**src/rtl/msv_pkg.sv**
```systemverilog
package msv_pkg;
  localparam int unsigned SAMPLE_W_DEF  = 12;
  localparam int unsigned CORR_W_DEF    = 13;
  localparam int unsigned SQ_ACC_W_DEF  = 48;
  localparam int unsigned SUM_ACC_W_DEF = 32;
  localparam int unsigned MUL_LAT_DEF   = 2;

  // cycles from a tick at the input to the result strobe
  function automatic int unsigned result_latency(input int unsigned mul_lat);
    return mul_lat + 2;
  endfunction
endpackage

```
**src/rtl/msv_baseline_sub.sv**
```systemverilog
module msv_baseline_sub #(
  parameter int unsigned SAMPLE_W = 12,
  parameter int unsigned CORR_W   = 13
) (
  input  logic                       clk,
  input  logic                       rst_n,
  input  logic signed [SAMPLE_W-1:0] sample_i,
  input  logic signed [SAMPLE_W-1:0] baseline_i,
  input  logic                       last_i,
  output logic signed [CORR_W-1:0]   corr_o,
  output logic                       last_o
);
  localparam int unsigned DIFF_W = SAMPLE_W + 1;

  logic signed [DIFF_W-1:0] diff;
  logic signed [CORR_W-1:0] corr_d;
  logic signed [CORR_W-1:0] corr_q;
  logic                     last_q;

  assign diff = DIFF_W'(sample_i) - DIFF_W'(baseline_i);

  generate
    if (CORR_W >= DIFF_W) begin : g_exact
      assign corr_d = CORR_W'(diff);
    end else begin : g_clamp
      localparam logic signed [DIFF_W-1:0] HI = DIFF_W'((64'sd1 <<< (CORR_W - 1)) - 1);
      localparam logic signed [DIFF_W-1:0] LO = -HI - DIFF_W'(1);
      always_comb begin
        if (diff > HI)      corr_d = CORR_W'(HI);
        else if (diff < LO) corr_d = CORR_W'(LO);
        else                corr_d = CORR_W'(diff);
      end
    end
  endgenerate

  always_ff @(posedge clk or negedge rst_n) begin
    if (!rst_n) begin
      corr_q <= '0;
      last_q <= 1'b0;
    end else begin
      corr_q <= corr_d;
      last_q <= last_i;
    end
  end

  assign corr_o = corr_q;
  assign last_o = last_q;
endmodule

```
**src/rtl/msv_square_pipe.sv**
```systemverilog
module msv_square_pipe #(
  parameter int unsigned IN_W = 13,
  parameter int unsigned LAT  = 2
) (
  input  logic                   clk,
  input  logic                   rst_n,
  input  logic signed [IN_W-1:0] corr_i,
  input  logic                   last_i,
  output logic [2*IN_W-1:0]      sq_o,
  output logic signed [IN_W-1:0] corr_o,
  output logic                   last_o
);
  localparam int unsigned SQ_W = 2 * IN_W;

  logic signed [SQ_W-1:0] prod;
  logic [SQ_W-1:0] sq_d   [LAT];
  logic [SQ_W-1:0] sq_q   [LAT];
  logic [IN_W-1:0] cr_d   [LAT];
  logic [IN_W-1:0] cr_q   [LAT];
  logic            last_d [LAT];
  logic            last_q [LAT];

  assign prod = SQ_W'(corr_i) * SQ_W'(corr_i);

  always_comb begin
    sq_d[0]   = SQ_W'(prod);
    cr_d[0]   = corr_i;
    last_d[0] = last_i;
    for (int k = 1; k < LAT; k++) begin
      sq_d[k]   = sq_q[k-1];
      cr_d[k]   = cr_q[k-1];
      last_d[k] = last_q[k-1];
    end
  end

  generate
    for (genvar g = 0; g < LAT; g++) begin : g_stage
      always_ff @(posedge clk or negedge rst_n) begin
        if (!rst_n) begin
          sq_q[g]   <= '0;
          cr_q[g]   <= '0;
          last_q[g] <= 1'b0;
        end else begin
          sq_q[g]   <= sq_d[g];
          cr_q[g]   <= cr_d[g];
          last_q[g] <= last_d[g];
        end
      end
    end
  endgenerate

  assign sq_o   = sq_q[LAT-1];
  assign corr_o = $signed(cr_q[LAT-1]);
  assign last_o = last_q[LAT-1];
endmodule

```
**src/rtl/msv_frame_acc.sv**
```systemverilog
module msv_frame_acc #(
  parameter int unsigned IN_W      = 13,
  parameter int unsigned SQ_ACC_W  = 48,
  parameter int unsigned SUM_ACC_W = 32
) (
  input  logic                   clk,
  input  logic                   rst_n,
  input  logic [2*IN_W-1:0]      sq_i,
  input  logic signed [IN_W-1:0] corr_i,
  input  logic                   last_i,
  output logic [SQ_ACC_W-1:0]    sumsq_o,
  output logic [SUM_ACC_W-1:0]   sum_o,
  output logic                   valid_o
);
  logic [SQ_ACC_W-1:0]  sq_acc_q,  sq_acc_d,  sq_tot;
  logic [SUM_ACC_W-1:0] sum_acc_q, sum_acc_d, sum_tot;
  logic [SQ_ACC_W-1:0]  sq_res_q,  sq_res_d;
  logic [SUM_ACC_W-1:0] sum_res_q, sum_res_d;
  logic                 valid_d,   valid_q;
  logic signed [SUM_ACC_W-1:0] corr_ext;

  assign corr_ext = SUM_ACC_W'(corr_i);

  always_comb begin
    sq_tot    = sq_acc_q + SQ_ACC_W'(sq_i);
    sum_tot   = sum_acc_q + corr_ext;
    sq_acc_d  = sq_tot;
    sum_acc_d = sum_tot;
    sq_res_d  = sq_res_q;
    sum_res_d = sum_res_q;
    valid_d   = 1'b0;
    if (last_i) begin
      sq_acc_d  = '0;
      sum_acc_d = '0;
      sq_res_d  = sq_tot;
      sum_res_d = sum_tot;
      valid_d   = 1'b1;
    end
  end

  always_ff @(posedge clk or negedge rst_n) begin
    if (!rst_n) begin
      sq_acc_q  <= '0;
      sum_acc_q <= '0;
      sq_res_q  <= '0;
      sum_res_q <= '0;
      valid_q   <= 1'b0;
    end else begin
      sq_acc_q  <= sq_acc_d;
      sum_acc_q <= sum_acc_d;
      sq_res_q  <= sq_res_d;
      sum_res_q <= sum_res_d;
      valid_q   <= valid_d;
    end
  end

  assign sumsq_o = sq_res_q;
  assign sum_o   = sum_res_q;
  assign valid_o = valid_q;
endmodule

```
**src/rtl/msv_interval_acc.sv**
```systemverilog
module msv_interval_acc #(
  parameter int unsigned SAMPLE_W  = msv_pkg::SAMPLE_W_DEF,
  parameter int unsigned CORR_W    = msv_pkg::CORR_W_DEF,
  parameter int unsigned SQ_ACC_W  = msv_pkg::SQ_ACC_W_DEF,
  parameter int unsigned SUM_ACC_W = msv_pkg::SUM_ACC_W_DEF,
  parameter int unsigned MUL_LAT   = msv_pkg::MUL_LAT_DEF
) (
  input  logic                 clk,
  input  logic                 rst_n,
  input  logic [SAMPLE_W-1:0]  sample_i,
  input  logic [SAMPLE_W-1:0]  baseline_i,
  input  logic                 frame_end_i,
  output logic [SUM_ACC_W-1:0] res_sum_o,
  output logic [SQ_ACC_W-1:0]  res_sumsq_o,
  output logic                 res_valid_o
);
  localparam int unsigned SQ_W = 2 * CORR_W;

  logic signed [CORR_W-1:0] corr_s1, corr_s3;
  logic                     last_s1, last_s3;
  logic [SQ_W-1:0]          sq_s3;

  msv_baseline_sub #(.SAMPLE_W(SAMPLE_W), .CORR_W(CORR_W)) u_sub (
    .clk        (clk),
    .rst_n      (rst_n),
    .sample_i   ($signed(sample_i)),
    .baseline_i ($signed(baseline_i)),
    .last_i     (frame_end_i),
    .corr_o     (corr_s1),
    .last_o     (last_s1)
  );

  msv_square_pipe #(.IN_W(CORR_W), .LAT(MUL_LAT)) u_sq (
    .clk    (clk),
    .rst_n  (rst_n),
    .corr_i (corr_s1),
    .last_i (last_s1),
    .sq_o   (sq_s3),
    .corr_o (corr_s3),
    .last_o (last_s3)
  );

  msv_frame_acc #(.IN_W(CORR_W), .SQ_ACC_W(SQ_ACC_W), .SUM_ACC_W(SUM_ACC_W)) u_acc (
    .clk     (clk),
    .rst_n   (rst_n),
    .sq_i    (sq_s3),
    .corr_i  (corr_s3),
    .last_i  (last_s3),
    .sumsq_o (res_sumsq_o),
    .sum_o   (res_sum_o),
    .valid_o (res_valid_o)
  );
endmodule

```
**config.mk**
```make
export PLATFORM = sky130hd
export DESIGN_NAME = msv_interval_acc
export DESIGN_NICKNAME = d
export VERILOG_FILES = /design/src/rtl/msv_pkg.sv /design/src/rtl/msv_baseline_sub.sv /design/src/rtl/msv_square_pipe.sv /design/src/rtl/msv_frame_acc.sv /design/src/rtl/msv_interval_acc.sv
export SDC_FILE = /design/constraint.sdc
export NUM_CORES = 1
export LEC_CHECK = 0
export BUFFER_PORTS_ARGS = -buffer_cell sky130_fd_sc_hd__buf_2
export CORE_UTILIZATION = 40
export CTS_BUF_LIST = sky130_fd_sc_hd__clkbuf_16
export DETAILED_ROUTE_END_ITERATION = 7
export RECOVER_POWER = 50
export SLEW_MARGIN = 25
export SYNTH_ARGS = -nofsm -noshare
export SYNTH_HDL_FRONTEND = slang
export SYNTH_SLANG_ARGS = --single-unit
```
**constraint.sdc**
```tcl
create_clock -name clk -period 5.3 [get_ports clk]
set_input_delay 1.06 -clock clk [delete_from_list [all_inputs] [get_ports clk]]
set_output_delay 1.06 -clock clk [all_outputs]
set_load 0.03 [all_outputs]
```
==> implementation parameters, run 1 <==
Parameter                              Value

Worst setup path
  Data arrival time of the critical path    5780 ps
  Required time at the worst-slack endpoint    ~5800 ps
  Crit path cell chain    nand2_2 > inv_2 > fa_1 > inv_1 > fa_1 > inv_2 > fa_1 > fa_1 > fa_1 > fa_2 > ha_4 > a21oi_4 > o21a_1 > o311ai_4 > nand4_1 > a31oi_4 > a221o_1 > a21oi_2 > xnor2_1
  Critical Path Max Stage Delay    550 ps
  Most prevalent standard cell on the critical path    sky130_fd_sc_hd__fa_1
  Kind of start point of the critical path    flip-flop
  Critical path type    reg -> reg
  Category of the worst setup path capture point    flip-flop
  Worst-path maximum fanout    5
  Worst path slowest cell    sky130_fd_sc_hd__fa_1

Timing
  Worst slew pin tran    2740 ps
  Period minus WS final    about 5300 ps
  Setup repair after global routing missed its margin    true
  Final Hold Viols    0
  Period Utilization, post-route    101%
  Headroom to the max-slew limit    -83.0%
  Final setup skew    a little under 10 ps
  Highest clock frequency the design can meet    approximately 0.19 GHz
  Least setup slack across all paths after layout    -32.0 ps
  Fin. max-slew vios    approximately 170
  Final setup violation count    1

Yosys
  Synth unique cells    64
  Top cell type by total area after synthesis    sky130_fd_sc_hd__dfrtp_1
  Mean area per synthesized cell    10.1 µm²
  Post-synth EDFFs    0
  Gate Count Post-Synth    1716
  Area share of the leading cell type in the synthesized netlist    a little over a third
  Sequential element share of the synthesized area    36.4%
  Total of flip-flops plus latches after synthesis    251
  Warnings from Yosys    0
  Mapped Area    approximately 17000 µm²
  Top post-synthesis cells by area    sky130_fd_sc_hd__dfrtp_1, sky130_fd_sc_hd__fa_1, sky130_fd_sc_hd__ha_1
  Net count after synthesis    2028
  Dominant register cell in the synthesized netlist    sky130_fd_sc_hd__dfrtp_1
  Ys async rst share    between 90% and 100%

Die
  Placement Rows    between 70 and 80
  Initial core utilization    about 41%
  Die Height    between 200 and 250 µm
  Placeable core region    42200 µm²
  Top-level port count    approximately 110
  Area of the die    44000 µm²
  Width of the chip    210 µm

Run status
  Result of the run    finished with violations
  Failing checks    capacitance limit, slew limit, setup timing

GRT
  GRT Resource Usage Total    between 15 and 20%
  Number of global-route vias before repair    approximately 13000
  Antenna violations before repair    1
  GRT Residual Overflow    0
  Maximum number of pins on one net before global-route repair    113
  Wire length of the first global-routing pass    62900 µm

Detailed routing
  DR WL/cell    14.5 µm
  Starting DRT DRC Count    571
  Count of vias placed by the detailed router    approximately 12000
  Number of vias per cell after detailed routing    just under 5
  Detailed-routing iteration count for the pre-antenna-repair pass    4
  Routed wire length    36400 µm
  Count of unresolved DRC violations after routing    0
  DRT antenna net count    0

Clocking
  Number of buffers created by CTS    27
  TritonCTS clock tree    built
  Reg clk slew, reported paths    60 ps
  Buffer type at the clock tree root    sky130_fd_sc_hd__clkbuf_16
  Longest Clk Path Bufs    3
  Latest clock arrival within the worst-skew pair    530 ps
  H-tree depth reported by CTS    1
  Number of clock sinks    251

Final layout
  Share of final-layout standard cells stronger than drive strength 1    22.4%
  Number of fill cells in the layout    3915
  Post-route core utilization    49.7%
  Net total in the final layout    2259
  Layout area overhead    21.6%
  Post-route cell area    21000 µm²
  Number of antenna cells inserted    0
  Final Instance Count excl. Fillers    ~2500

Worst hold path
  Classification of the worst-slack hold path    reg -> reg

Job
  Max-cap violation count    2

Placement
  Placed cell count    between 2000 and 2500
  Routability congestion estimate    0.869
  Area of placed instances    19400 µm²
  Placed wire-length estimate    27300 µm
  Port Buffers    around 110
==> layer usage <==
metal	wire length, µm	share of wire, %	track usage [%]
met3	954	2.6	1.78
met1	16800	46	22.5
met5	13	0.036	0
met4	648	1.8	4.35
met2	18000	50	30.7
==> cell type report <==
class | instances | area (µm²) | area share (%)
inverters | 234 | 881 | 4.20
well taps | 539 | 674 | 3.22
clock inverters | 22 | 154 | 0.734
flip-flops and latches | 251 | 6290 | 30.0
multi-input cells | 1180 | 10600 | 50.4
clock buffers | 27 | 676 | 3.22
repair buffers | 253 | 1730 | 8.24
==> through the flow <==
stage | hold slack (ps) | setup WS [ps] | setup TNS, ps
6_report | 342 | -32.0 | -32.0
5_1_grt | 345 | -210 | -525
4_1_cts | 347 | -34.7 | -34.7
3_5_place_dp | 335 | -313 | -1000
3_3_place_gp | 332 | -220 | -685
2_1_floorplan | 331 | 1.58 | 0
==> critical path, delay by kind of cell, from the launching register on <==
kind,cells,cell delay (ps)
flops,1,470
fa+ha+maj,7,3160
xor+xnor,1,130
simple gates,2,280
buf+inv,3,130
compound gates,6,1080
==> flip-flops by register name, summed over array words and instances (netlist names), 12 cells and up <==
register         count
u_acc.sq_acc_q      48
u_acc.sum_acc_q     32
u_acc.sum_o         32
u_acc.sumsq_o       48
u_sq.corr_o         12
u_sq.cr_d           12
u_sq.sq_d           25
u_sq.sq_o           25
u_sub.corr_o        13
==> placed cells by master (no fill, tap or decap), drive strengths merged, types with 6 or more instances in the layout <==
| cell type | Yosys | final |
|---|---|---|
| dfrtp | 251 | 251 |
| buf | 7 | 247 |
| inv | 233 | 238 |
| nor2 | 151 | 151 |
| nand2 | 149 | 149 |
| fa | 145 | 145 |
| ha | 140 | 140 |
| a21oi | 94 | 94 |
| o21ai | 85 | 85 |
| xnor2 | 68 | 68 |
| xor2 | 36 | 36 |
| clkbuf | 44 | 33 |
| nor2b | 28 | 28 |
| nand3 | 28 | 28 |
| a21o | 27 | 27 |
| and2 | 26 | 26 |
| mux2 | 16 | 16 |
| nand4 | 16 | 16 |
| clkinv | 1 | 15 |
| and3 | 14 | 14 |
| nor3 | 13 | 13 |
| o21a | 12 | 12 |
| a31oi | 11 | 11 |
| o21bai | 9 | 9 |
| a2111o | 9 | 9 |
| nand2b | 9 | 9 |
| or3 | 9 | 9 |
| a211oi | 9 | 9 |
| a211o | 7 | 7 |
| or2 | 6 | 6 |
| o211ai | 6 | 6 |
==> kinds of logic after synthesis <==
logic type      synth area share (%)
mux                             1.04
compound gates                  11.8
fa+ha+maj                       27.0
buf+inv                         6.26
flops                           36.4
simple gates                    12.3
xor+xnor                        5.28
==> cells in the mapped netlist (all sizes together) (16+ instances only) <==
library cell,count
a21o,27
a21oi,94
and2,26
clkbuf,44
dfrtp,251
fa,145
ha,140
inv,233
mux2,16
nand2,149
nand3,28
nand4,16
nor2,151
nor2b,28
o21ai,85
xnor2,68
xor2,36
==> final timing paths <==
kind | startpoint | endpoint | slack, ps | depth (start not counted)
max reg2reg | u_sub.corr_o[8] | u_sq.sq_d[25] | -30 | 19
min reg2reg | u_sq.cr_d[3] | u_sq.corr_o[3] | 340 | 0
max in group asynchronous | rst_n | u_acc.sq_acc_q[24] | 1220 | 2
max | u_sub.corr_o[8] | u_sq.sq_d[25] | -30 | 19
min | u_sq.cr_d[3] | u_sq.corr_o[3] | 340 | 0
min in group asynchronous | rst_n | u_acc.sum_o[18] | 1400 | 1
==> timing repair <==
item / CTS / global route
endpoints found under the setup margin: 6 / 9
hold buffers: 0 / 0
pin swaps: 74 / 25
resized for setup: 68 / 35
setup buffers: 27 / 7
Power of run 1 is not shown: default switching activity piles up to over one toggle a cycle in this logic, so the estimate is an artifact.
==> run 2: changes to the inputs <==
- CORE_ASPECT_RATIO: default -> 0.8
- PLACE_DENSITY_LB_ADDON: default -> 0.15
==> implementation parameters, run 2 (synthesis results as in run 1) <==
Parameter                              Value

Worst setup path
  Worst reg-to-reg path cell count    19
  Count of buffering cells on the critical path with inverters included    4
  Critical path type    reg -> reg
  Required time at the worst-slack endpoint    roughly 5700 ps
  Crit path cell chain    buf_6 > nand2_4 > inv_2 > fa_1 > inv_1 > fa_1 > inv_2 > fa_1 > fa_1 > fa_1 > fa_2 > ha_4 > nand3_4 > o311ai_4 > nand4_1 > a31oi_4 > a221o_1 > a21oi_2 > xnor2_1
  Kind of start point of the critical path    flip-flop
  Worst reg2reg setup slack    -90 ps
  Crit Reg-Reg Endpoint    u_sq.sq_d[25]
  Category of the worst setup path capture point    flip-flop
  Most prevalent standard cell on the critical path    sky130_fd_sc_hd__fa_1
  Data arrival time of the critical path    5820 ps
  R2r startpoint    u_sub.corr_o[7]
  Worst path slowest cell    sky130_fd_sc_hd__fa_1
  Largest delay contributor family on the critical path    adder cells
  Critical Path Max Stage Delay    550 ps
  Worst-path maximum fanout    4

Worst hold path
  Number of stages on the worst hold path    0
  Classification of the worst-slack hold path    reg -> reg
  Origin of the worst min-delay path    u_sq.cr_d[5]
  Hold Path End    u_sq.corr_o[5]

Run status
  Result of the run    finished with violations
  Failing checks    DRC, setup timing

Die
  Initial core utilization    40.9%
  Top-level port count    approximately 110
  Area of the die    between 40000 and 50000 µm²
  Die Height    between 150 and 200 µm
  Placeable core region    42200 µm²
  Placement Rows    67
  Width of the chip    roughly 230 µm

Timing
  Worst Hold Margin    343 ps
  Setup repair after global routing missed its margin    true
  Final setup violation count    3
  Period minus WS final    5390 ps
  Fin. max-slew vios    0
  Final setup skew    approximately 10 ps
  Period Utilization, post-route    102%
  Headroom to the max-slew limit    36.8%
  Least setup slack across all paths after layout    -94.0 ps
  Worst slew pin tran    947 ps
  Highest clock frequency the design can meet    0.185 GHz
  Final Hold Viols    0

Detailed routing
  Count of unresolved DRC violations after routing    10
  DRT antenna net count    0
  Detailed-routing iteration count for the pre-antenna-repair pass    7
  Routed wire length    36500 µm
  Number of vias per cell after detailed routing    between 4 and 5
  Count of vias placed by the detailed router    12509
  DR WL/cell    14.5 µm
  Starting DRT DRC Count    557

Clocking
  Latest clock arrival within the worst-skew pair    540 ps
  Buffer type at the clock tree root    sky130_fd_sc_hd__clkbuf_16
  TritonCTS clock tree    built
  Number of hold buffers added after cts    0
  Number of buffers created by CTS    29
  Number of clock sinks    around 250
  H-tree depth reported by CTS    1
  Longest Clk Path Bufs    3
  Reg clk slew, reported paths    60 ps

Final layout
  Net total in the final layout    around 2300
  Layout area overhead    21.5%
  Share of final-layout standard cells stronger than drive strength 1    21.2%
  Most common cell after layout, fill and taps aside    sky130_fd_sc_hd__dfrtp_1
  Commonest non-fill, non-tap cells in the layout    sky130_fd_sc_hd__dfrtp_1, sky130_fd_sc_hd__inv_1, sky130_fd_sc_hd__nor2_1
  Number of antenna cells inserted    0

GRT
  Met3 Usage GRT    1.79%
  Maximum number of pins on one net before global-route repair    123
  Gr busiest metal    met2
  Antenna violations before repair    0
  GRT Resource Usage Total    17.4%
  Met1 Track Usage GR    25.1%
  GRT Residual Overflow    0
  Met2 track utilization from global routing    28.4%
  Wire length of the first global-routing pass    about 63000 µm
  Number of global-route vias before repair    around 13000

Placement
  Placed wire-length estimate    27800 µm
  Port Buffers    approximately 110
  Routability congestion estimate    ~0.84

Job
  Max-cap violation count    0
## run 2: changes by cell type in the layout (fill, tap and decap cells not counted), sizes merged
cell,previous run,this run
buf,247,243
bufinv,2,6
clkbuf,33,29
clkinv,15,12
clkinvlp,1,3
## run 2: worst reg2reg max path: cells and delay by family (launching register included)
kind	cells	cell delay, ps
and+or+nand+nor	3	370
buffers and inverters	4	280
xor gates and xnor gates	1	120
AOI/OAI and AO/OA	4	800
DFF	1	440
adders and majority gates	7	3260
## run 2: worst max-delay path by stage
stage	startpoint	endpoint	slack, ps	depth (start not counted)
floorplan	u_sub.corr_o[1]	u_sq.sq_d[25]	2	20
global placement	u_sub.corr_o[3]	u_sq.sq_d[25]	-200	19
detailed placement	u_sub.corr_o[5]	u_sq.sq_d[25]	-240	20
CTS	u_sub.corr_o[4]	u_sq.sq_d[25]	-40	18
global route	u_sub.corr_o[7]	u_sq.sq_d[25]	-290	19
finish	u_sub.corr_o[7]	u_sq.sq_d[25]	-90	19
## run 2: per-stage QoR
step / cells / worst slack [ps] / setup TNS [ps] / utilization [%] / area (µm²)
6_report: 2514 / -94.0 / -183 / 49.7 / 21000
5_1_grt: 2514 / -289 / -1280 / 49.7 / 21000
4_1_cts: 2511 / -44.3 / -53.1 / 49.3 / 20800
3_5_place_dp: 2432 / -243 / -855 / 46.0 / 19400
3_3_place_gp: 2432 / -205 / -557 / 46.0 / 19400
2_1_floorplan: 1716 / 1.58 / 0 / - / 17600
## run 2: timing repair
item                                    4_1_cts  5_1_grt
pin swaps                                    41       23
gates resized for setup                      51       26
endpoints found under the setup margin        7        8
cloned                                        0        0
setup buffers                                25        2
## run 2: area by class of cell
class                      instances  area, µm²
multi-input combinational       1180      10400
inverter                         234        886
tap                              552        691
timing repair buffer             243       1660
clock inverter                    25        280
clock buffer                      29        726
fill                            3904      21200
sequential                       251       6300
## run 2: metal layers
layer | part of all wire [%] | vias up
met1 | 49 | 6174
li1 | - | 6114
met5 | 0 | -
met2 | 47 | 187
met3 | 3.4 | 34
met4 | 1.1 | 0
Power of run 2 is left out for the same reason.
==> run 3: changes to the inputs <==
--- a/config.mk
+++ b/config.mk
@@ -6,5 +6,6 @@
 export NUM_CORES = 1
 export LEC_CHECK = 0
-export BUFFER_PORTS_ARGS = -buffer_cell sky130_fd_sc_hd__buf_2
+export ABC_AREA = 1
+export BUFFER_PORTS_ARGS = -buffer_cell sky130_fd_sc_hd__buf_4
 export CORE_ASPECT_RATIO = 0.8
 export CORE_UTILIZATION = 40
==> constraint.sdc (replaced) <==
create_clock -name clk -period 5.3 [get_ports clk]
set_input_delay 0.53 -clock clk [delete_from_list [all_inputs] [get_ports clk]]
set_output_delay 0.53 -clock clk [all_outputs]
set_load 0.03 [all_outputs]
==> implementation parameters, run 3 <==
Parameter                              Value

Timing
  Setup repair after global routing missed its margin    true
  Headroom to the max-slew limit    -85.5%
  Period Utilization, post-route    between 90% and 100%
  Final setup skew    between 15 and 20 ps
  Highest clock frequency the design can meet    0.195 GHz
  Worst Hold Margin    108 ps
  Period minus WS final    5130 ps
  Fin. max-slew vios    46
  Least setup slack across all paths after layout    169 ps
  Worst slew pin tran    2780 ps
  Final Hold Viols    0
  Final setup violation count    0

Die
  Area of the die    around 49000 µm²
  Die Height    197 µm
  Placement Rows    71
  Top-level port count    108
  Initial core utilization    40.6%
  Width of the chip    246 µm
  Placeable core region    about 47000 µm²

Worst setup path
  Kind of start point of the critical path    flip-flop
  Worst reg2reg setup slack    170 ps
  Required time at the worst-slack endpoint    5740 ps
  Category of the worst setup path capture point    flip-flop
  Data arrival time of the critical path    5570 ps
  Worst-path maximum fanout    7
  Critical path type    reg -> reg

Yosys
  Mean area per synthesized cell    7.90 µm²
  Mapped Area    19100 µm²
  Ys async rst share    100%
  Leading cell types by count after synthesis    sky130_fd_sc_hd__nand2_1, sky130_fd_sc_hd__inv_1, sky130_fd_sc_hd__dfrtp_1, sky130_fd_sc_hd__nor2_1, sky130_fd_sc_hd__fa_1
  Post-synth EDFFs    0
  Top cell type by total area after synthesis    sky130_fd_sc_hd__dfrtp_1
  Warnings from Yosys    0
  Synth unique cells    40
  Most numerous cell in the Yosys netlist    sky130_fd_sc_hd__nand2_1
  Total of flip-flops plus latches after synthesis    251
  Sequential element share of the synthesized area    roughly a third
  Net count after synthesis    2726
  Dominant register cell in the synthesized netlist    sky130_fd_sc_hd__dfrtp_1
  Gate Count Post-Synth    2414
  Top post-synthesis cells by area    sky130_fd_sc_hd__dfrtp_1, sky130_fd_sc_hd__fa_1, sky130_fd_sc_hd__nand2_1
  Area share of the leading cell type in the synthesized netlist    33.0%

Final layout
  Number of antenna cells inserted    0
  Number of fill cells in the layout    about 4700
  Multi-input gate area in the final layout    11400 µm²
  Share of final-layout standard cells stronger than drive strength 1    13.1%
  Most common cell after layout, fill and taps aside    sky130_fd_sc_hd__nand2_1
  Commonest non-fill, non-tap cells in the layout    sky130_fd_sc_hd__nand2_1, sky130_fd_sc_hd__inv_1, sky130_fd_sc_hd__dfrtp_1
  Sequential cell area    6290 µm²
  Layout area overhead    18.2%
  Net total in the final layout    approximately 2900

Clocking
  Reg clk slew, reported paths    60 ps
  Longest Clk Path Bufs    3
  Number of clock sinks    251
  Number of buffers created by CTS    28
  TritonCTS clock tree    built
  Buffer type at the clock tree root    sky130_fd_sc_hd__clkbuf_16
  H-tree depth reported by CTS    1
  Latest clock arrival within the worst-skew pair    560 ps

Placement
  Placed wire-length estimate    39700 µm
  Routability congestion estimate    1.02
  Port Buffers    107
  Worst setup timing slack at the placement stage    -110 ps

Detailed routing
  Routed wire length    49900 µm
  Count of vias placed by the detailed router    15803
  DR WL/cell    15.4 µm
  Detailed-routing iteration count for the pre-antenna-repair pass    7
  Count of unresolved DRC violations after routing    0
  Starting DRT DRC Count    ~1100
  Number of vias per cell after detailed routing    4.89
  DRT antenna net count    0

GRT
  Wire length of the first global-routing pass    82600 µm
  GRT Resource Usage Total    21.4%
  Antenna violations before repair    0
  Number of global-route vias before repair    15812
  Maximum number of pins on one net before global-route repair    87
  GRT Residual Overflow    0

Run status
  Failing checks    capacitance limit, slew limit
  Result of the run    finished with violations

Job
  Max-cap violation count    1

Worst hold path
  Classification of the worst-slack hold path    in -> reg
-- run 3: changes by cell type after synthesis, moves of 24 or more --
cell and delta:
sky130_fd_sc_hd__inv_1 +208, sky130_fd_sc_hd__nor2b_1 -28, sky130_fd_sc_hd__nand3_1 +93, sky130_fd_sc_hd__xnor2_1 -25, sky130_fd_sc_hd__a21o_1 -24, sky130_fd_sc_hd__nor2_1 +54, sky130_fd_sc_hd__nand2_1 +561
-- run 3: metal layers --
layer	track usage, %	vias to the layer above	wire length [µm]
li1	-	7766	-
met1	32.5	7608	25100
met2	32.1	378	21100
met3	3.41	51	2830
met4	3.68	0	770
met5	0	-	0
-- run 3: worst paths after layout --
path / startpoint / end / cells after the start
min reg2reg: u_sq.sq_d[11] / u_sq.sq_o[11] / 0
min in group asynchronous: rst_n / u_acc.sum_o[24] / 2
max reg2reg: u_sub.corr_o[4] / u_sq.sq_d[25] / 21
min: frame_end_i / u_sub.last_o / 1
max in group asynchronous: rst_n / u_sub.corr_o[10] / 3
max: u_sub.corr_o[4] / u_sq.sq_d[25] / 21
-- run 3: per-stage QoR --
stage          cells  util (%)  instance area [µm²]  setup TNS (ps)
3_5_place_dp    3170      44.9                21100            -248
2_1_floorplan   2414         -                19100               0
5_1_grt         3233      47.9                22500            -272
3_3_place_gp    3170      44.9                21100           -84.4
6_report        3233      47.9                22500               0
4_1_cts         3223      47.0                22100           -25.9
-- run 3: cell type report --
| cell class | count | area share, % |
|---|---|---|
| clock buffer | 29 | 3.22 |
| clock inverter | 23 | 0.839 |
| inverter | 444 | 7.43 |
| multi-input combinational | 1679 | 50.4 |
| sequential | 251 | 27.9 |
| tap | 620 | 3.44 |
| timing repair buffer | 187 | 6.71 |
-- run 3: kinds of logic (layout without fill, tap and decap cells) --
kind of cell / after synthesis / in the layout / synth area share [%]
compound gates: 194 / 194 / 5.38
xor+xnor: 69 / 69 / 3.17
flops: 251 / 251 / 33.0
buf+inv: 484 / 683 / 9.55
fa+ha+maj: 285 / 285 / 24.4
mux: 1 / 1 / 0.0591
simple gates: 1130 / 1130 / 24.5
-- run 3: worst max-delay path, cell delays in order (launching register included) --
cell,delay (ps)
sky130_fd_sc_hd__dfrtp_2,460
sky130_fd_sc_hd__buf_4,160
sky130_fd_sc_hd__buf_4,150
sky130_fd_sc_hd__nand2_1,120
sky130_fd_sc_hd__inv_1,70
sky130_fd_sc_hd__ha_1,190
sky130_fd_sc_hd__nor2_2,170
sky130_fd_sc_hd__fa_2,490
sky130_fd_sc_hd__fa_1,490
sky130_fd_sc_hd__inv_1,50
sky130_fd_sc_hd__fa_1,440
sky130_fd_sc_hd__fa_1,540
sky130_fd_sc_hd__fa_1,430
sky130_fd_sc_hd__ha_1,360
sky130_fd_sc_hd__nand2_1,110
sky130_fd_sc_hd__nand2_1,90
sky130_fd_sc_hd__o21ai_1,210
sky130_fd_sc_hd__nand2_1,100
sky130_fd_sc_hd__nand2_1,70
sky130_fd_sc_hd__nand2_1,60
sky130_fd_sc_hd__o211ai_1,160
sky130_fd_sc_hd__nand2_1,80
-- run 3: timing repair --
| action | CTS | global route |
|---|---|---|
| hold buffers | 1 | 0 |
| buffers inserted | 0 | 9 |
| pin swaps | 2 | 37 |
| endpoints found under the setup margin | 7 | 14 |
| gates resized for setup | 12 | 76 |
| gates cloned | 0 | 1 |
| hold endpoints to repair | 43 | 0 |
Power of run 3 is left out for the same reason.
